File: src/rtl/rsg_pkg.sv
package rsg_pkg;
  typedef struct packed {
    logic dir_change;
    logic start_byte;
    logic hs_mode;
    logic combined;
    logic is_read;
  } req_flags_t;
endpackage

File: src/rtl/rsg_rule_eval.sv
module rsg_rule_eval
  import rsg_pkg::*;
#(
  parameter int CNT_W = 8
) (
  input  logic             restart_en,
  input  logic             addr10,
  input  req_flags_t       flags,
  input  logic [CNT_W-1:0] byte_cnt,
  output logic             forbid
);
  logic multi_byte;
  logic r_static, r_comb7, r_rd10;

  always_comb begin
    multi_byte = (byte_cnt > CNT_W'(1));
    r_static   = flags.dir_change | flags.start_byte | flags.hs_mode;
    r_comb7    = flags.combined & ~addr10;
    r_rd10     = flags.is_read & addr10;
    forbid     = ~restart_en & (r_static | r_comb7 | r_rd10 | multi_byte);
  end
endmodule

File: src/rtl/rsg_status.sv
module rsg_status #(
  parameter int STAT_W   = 32,
  parameter int ABRT_BIT = 6
) (
  input  logic              clk,
  input  logic              rst_n,
  input  logic              set_i,
  input  logic              clr_i,
  output logic              sticky_o,
  output logic [STAT_W-1:0] status_o
);
  logic sticky_q, sticky_d, sticky_en;

  always_comb begin
    sticky_en = set_i | clr_i;
    sticky_d  = set_i;  // a set in the same cycle as a clear wins
  end

  always_ff @(posedge clk or negedge rst_n) begin
    if (!rst_n)         sticky_q <= 1'b0;
    else if (sticky_en) sticky_q <= sticky_d;
  end

  always_comb begin
    status_o           = '0;
    status_o[ABRT_BIT] = sticky_q;
    sticky_o           = sticky_q;
  end

  assert_sticky_hold_R8: assert property (@(posedge clk) disable iff (!rst_n)
    (sticky_q && !clr_i) |=> sticky_q);
  assert_set_wins_R8: assert property (@(posedge clk) disable iff (!rst_n)
    set_i |=> sticky_q);
endmodule

File: src/rtl/rsg_top.sv
module rsg_top
  import rsg_pkg::*;
#(
  parameter int CNT_W    = 8,
  parameter int STAT_W   = 32,
  parameter int ABRT_BIT = 6
) (
  input  logic              clk,
  input  logic              rst_n,
  input  logic              restart_en,
  input  logic              addr10,
  input  logic              req_valid,
  input  logic              dir_change,
  input  logic              start_byte,
  input  logic              hs_mode,
  input  logic              combined,
  input  logic              is_read,
  input  logic [CNT_W-1:0]  byte_cnt,
  input  logic              abort_clr,
  output logic              abort_pulse,
  output logic              abort_sticky,
  output logic [STAT_W-1:0] raw_status,
  output logic              fwd_valid,
  output logic              fwd_read,
  output logic [CNT_W-1:0]  fwd_cnt
);
  req_flags_t       flags;
  logic             forbid;
  logic             abort_d, abort_q;
  logic             fv_d, fv_q;
  logic             fr_q;
  logic [CNT_W-1:0] fc_q;
  logic             data_en;

  always_comb begin
    flags.dir_change = dir_change;
    flags.start_byte = start_byte;
    flags.hs_mode    = hs_mode;
    flags.combined   = combined;
    flags.is_read    = is_read;
  end

  rsg_rule_eval #(.CNT_W(CNT_W)) u_eval (
    .restart_en (restart_en),
    .addr10     (addr10),
    .flags      (flags),
    .byte_cnt   (byte_cnt),
    .forbid     (forbid)
  );

  always_comb begin
    abort_d = req_valid & forbid;
    fv_d    = req_valid & ~forbid;
    data_en = fv_d;
  end

  always_ff @(posedge clk or negedge rst_n) begin
    if (!rst_n) begin
      abort_q <= 1'b0;
      fv_q    <= 1'b0;
    end else begin
      abort_q <= abort_d;
      fv_q    <= fv_d;
    end
  end

  always_ff @(posedge clk or negedge rst_n) begin
    if (!rst_n) begin
      fr_q <= 1'b0;
      fc_q <= '0;
    end else if (data_en) begin
      fr_q <= is_read;
      fc_q <= byte_cnt;
    end
  end

  rsg_status #(.STAT_W(STAT_W), .ABRT_BIT(ABRT_BIT)) u_stat (
    .clk      (clk),
    .rst_n    (rst_n),
    .set_i    (abort_d),
    .clr_i    (abort_clr),
    .sticky_o (abort_sticky),
    .status_o (raw_status)
  );

  always_comb begin
    abort_pulse = abort_q;
    fwd_valid   = fv_q;
    fwd_read    = fr_q;
    fwd_cnt     = fc_q;
  end

  assert_no_abort_when_enabled_R1: assert property (@(posedge clk) disable iff (!rst_n)
    (req_valid && restart_en) |=> (fwd_valid && !abort_pulse));
  assert_hs_refused_R2: assert property (@(posedge clk) disable iff (!rst_n)
    (req_valid && !restart_en && hs_mode) |=> abort_pulse);
  assert_multi_refused_R5: assert property (@(posedge clk) disable iff (!rst_n)
    (req_valid && !restart_en && byte_cnt > CNT_W'(1)) |=> abort_pulse);
  assert_pulse_needs_req_R6: assert property (@(posedge clk) disable iff (!rst_n)
    !req_valid |=> !abort_pulse);
  assert_exclusive_R9: assert property (@(posedge clk) disable iff (!rst_n)
    !(abort_pulse && fwd_valid));
  assert_status_map_R7: assert property (@(posedge clk) disable iff (!rst_n)
    $countones(raw_status) <= 1);
endmodule

File: config.mk
export PLATFORM = sky130hd
export DESIGN_NAME = rsg_top
export DESIGN_NICKNAME = d
export VERILOG_FILES = /design/src/rtl/rsg_pkg.sv /design/src/rtl/rsg_rule_eval.sv /design/src/rtl/rsg_status.sv /design/src/rtl/rsg_top.sv
export SDC_FILE = /design/constraint.sdc
export NUM_CORES = 1
export LEC_CHECK = 0
export BUFFER_PORTS_ARGS = -buffer_cell sky130_fd_sc_hd__clkbuf_2
export CAP_MARGIN = 20
export CORE_AREA = 2 2 47 49
export DETAILED_ROUTE_END_ITERATION = 8
export DIE_AREA = 0 0 49 51
export PLACE_DENSITY = 0.81
export SETUP_SLACK_MARGIN = 0.15
export SLEW_MARGIN = 20
export SYNTH_ARGS = -nofsm -noshare
export SYNTH_HDL_FRONTEND = slang
export SYNTH_SLANG_ARGS = --single-unit
File: constraint.sdc
create_clock -name clk -period 1.22 [get_ports clk]
set_clock_uncertainty 0.05 [all_clocks]
set_input_delay 0 -clock clk [delete_from_list [all_inputs] [get_ports clk]]
set_output_delay 0 -clock clk [all_outputs]
set_load 0.005 [all_outputs]
==> results.ini <==
[sta]
post-route-period-util_pct = 77.9
fmax_mhz = 1050
hold_violations = 0
period_needed_ns = 0.950
timing.final.max_slew_violations = 0
fin_setup_tns_ns = 0
rsz0062_at_grt = false
layout_setup_ws_ns = 0.270
finalSetupViolCount = 0

[drt]
via_per_inst = 4.14
drc = 0
routed-via-count = 592
wire_per_inst_um = 10.2
ant_nets = 0
drtIter0Drc = 5
first_pass_iters = 2
drt_wl_total_um = 1460

[clock_tree]
cts_buffers = 3
clkTransAtPathRegs_ns = 0.08
cts_tree = yes
cts_max_level = 1
post_cts_buffers = 0
numClockSinks = 12
clk_path_buf_depth = 2
insertion_delay_ns = 0.28
ctsRootBufferMaster = clkbuf_4

[floorplanning]
core_area_um2 = 2060
io_pins = 63
dieArea_um2 = 2500
die_w_um = 49
row_count = 17
start_util_pct = 39.4
die_y_um = 51

[pwr]
p_per_area_nw_per_um2 = 1030
max-vdd-ir-drop_v = 0.000626
p_leak_uw = 0.000541
p_total_uw = 1030

[placement]
place_ws_ns = -0.0239
port_buffers = 31
place_hpwl_um = 1200
routabilityCongestion = 0.722
dp_cells = 132

[final_layout]
regArea_um2 = 300
stdcell_count = 143
most-common-layout-cells = conb_1 (31), clkbuf_2 (31), dfrtp_1 (12), dlygate4sd3_1 (7), and3_2 (5)
layout-drive-gt1-share_pct = 47.8
antennaDiodeCount = 0
area_growth_pct = 22.7
nNetsFinal = 135
fillers = 196
multiInputGateArea_um2 = 373
utilization_pct = 48.3

[yosys]
syn-instance-count = 73
synth_area_um2 = 812
synth_area_per_cell_um2 = 11.1
ys_warn_count = 0
synth_seq_area_share_pct = 37.0
yosys-top-cells-area = dfrtp_1 (37%), buf_4 (30%), mux2_2 (5.5%)
ys_seq_elements = 12
synth_top_area_share_pct = 37.0
synth.largest_area_cell = dfrtp_1
synth_cell_types = 17

[grt]
antenna_found_initial = 0
grt_pass1_wl_um = 2390
grt_use_total_pct = 12.6
grt_overflow_total = 0
grt_max_degree = 13
grt_pass1_vias = 566

[worst_setup_path]
criticalPathCategory = input port to flip-flop
crit_arrival_ns = 1.07
cp.required_ns = 1.34
crit_path_end_kind = flip-flop
critPathMaxFanout = 4
worst_setup_path_start_kind = input port

[outcome]
outcome = finished clean

[worst_hold_path]
hold_class = input port to flip-flop

[run]
drv_cap = 0

logic make-up (layout without fill, tap and decap cells):
group / count (synthesis) / count (layout) / share of synthesized area, %
AO/OA/AOI/OAI: 7 / 7 / 10.0
buffers and inverters: 35 / 47 / 31.0
flip-flops: 12 / 12 / 37.0
multiplexers: 5 / 5 / 6.78
other: 1 / 31 / 0.462
AND/OR/NAND/NOR: 13 / 13 / 14.8
routing by layer:
layer,vias to the layer above,routed length (µm),track usage (%)
met5,-,0,0
met1,279,513,12.2
li1,274,-,-
met3,2,103,2.92
met2,37,834,24.4
met4,0,10,7.62
metrics by stage:
stage | hold WS (ns) | area [µm²]
global route | 0.0698 | 996
global placement | -0.155 | 890
floorplan | -0.346 | 925
finish | 0.0702 | 996
detailed placement | -0.149 | 890
CTS | 0.0691 | 996
cell type report:
type / count / area share [%]
Timing Repair Buffer: 40 / 24.1
Sequential cell: 12 / 30.2
Clock buffer: 4 / 3.64
Tap cell: 28 / 3.52
Inverter: 3 / 1.13
Multi-Input combinational cell: 56 / 37.4
report_power, final:
group / internal (µW) / switching, µW / total [µW] / leakage (µW)
combinational: 122 / 111 / 233 / 0.000373
clock: 182 / 142 / 324 / 0.0000210
sequential: 444 / 25.5 / 470 / 0.000147
total: 748 / 279 / 1030 / 0.000541
worst paths after layout:
kind	startpoint	end	slack [ns]	depth (start not counted)
worst max-delay path	byte_cnt[6]	fwd_cnt[6]$_DFFE_PN0P_	0.27	4
worst min-delay path	byte_cnt[5]	fwd_cnt[5]$_DFFE_PN0P_	0.07	3
worst max register to register	fwd_cnt[1]$_DFFE_PN0P_	fwd_cnt[1]$_DFFE_PN0P_	0.39	1
worst min register to register	fwd_cnt[7]$_DFFE_PN0P_	fwd_cnt[7]$_DFFE_PN0P_	0.46	1
max in group asynchronous	rst_n	fwd_cnt[2]$_DFFE_PN0P_	0.81	2
min in group asynchronous	rst_n	fwd_cnt[1]$_DFFE_PN0P_	0.08	2
cell usage after synthesis:
master / count
nand2_1: 1
nor2_1: 1
mux2_2: 4
dfrtp_1: 12
conb_1: 1
and3_2: 5
a32o_1: 1
a31o_2: 4
and2_2: 1
nand4_1: 2
a41oi_4: 1
mux2i_1: 1
nor3b_2: 1
buf_4: 32
nor4_4: 2
a22o_1: 1
inv_1: 3
repair_timing:
action	CTS	global route
hold buffers	7	0
endpoints found under the setup margin	0	0
resized for setup	0	0
endpoints found under the hold margin	18	0
sequential cells by signal, indices dropped and copies added (netlist names):
register         count
fwd_cnt              8
abort_pulse          1
fwd_read             1
fwd_valid            1
u_stat.sticky_o      1
worst max-delay path, cell delays in order:
cell and delay [ns]:
clkbuf_2 0.11, nor4_4 0.39, nand4_1 0.27, a31o_2 0.31
No activity file was read; power rests on OpenSTA's default activity.
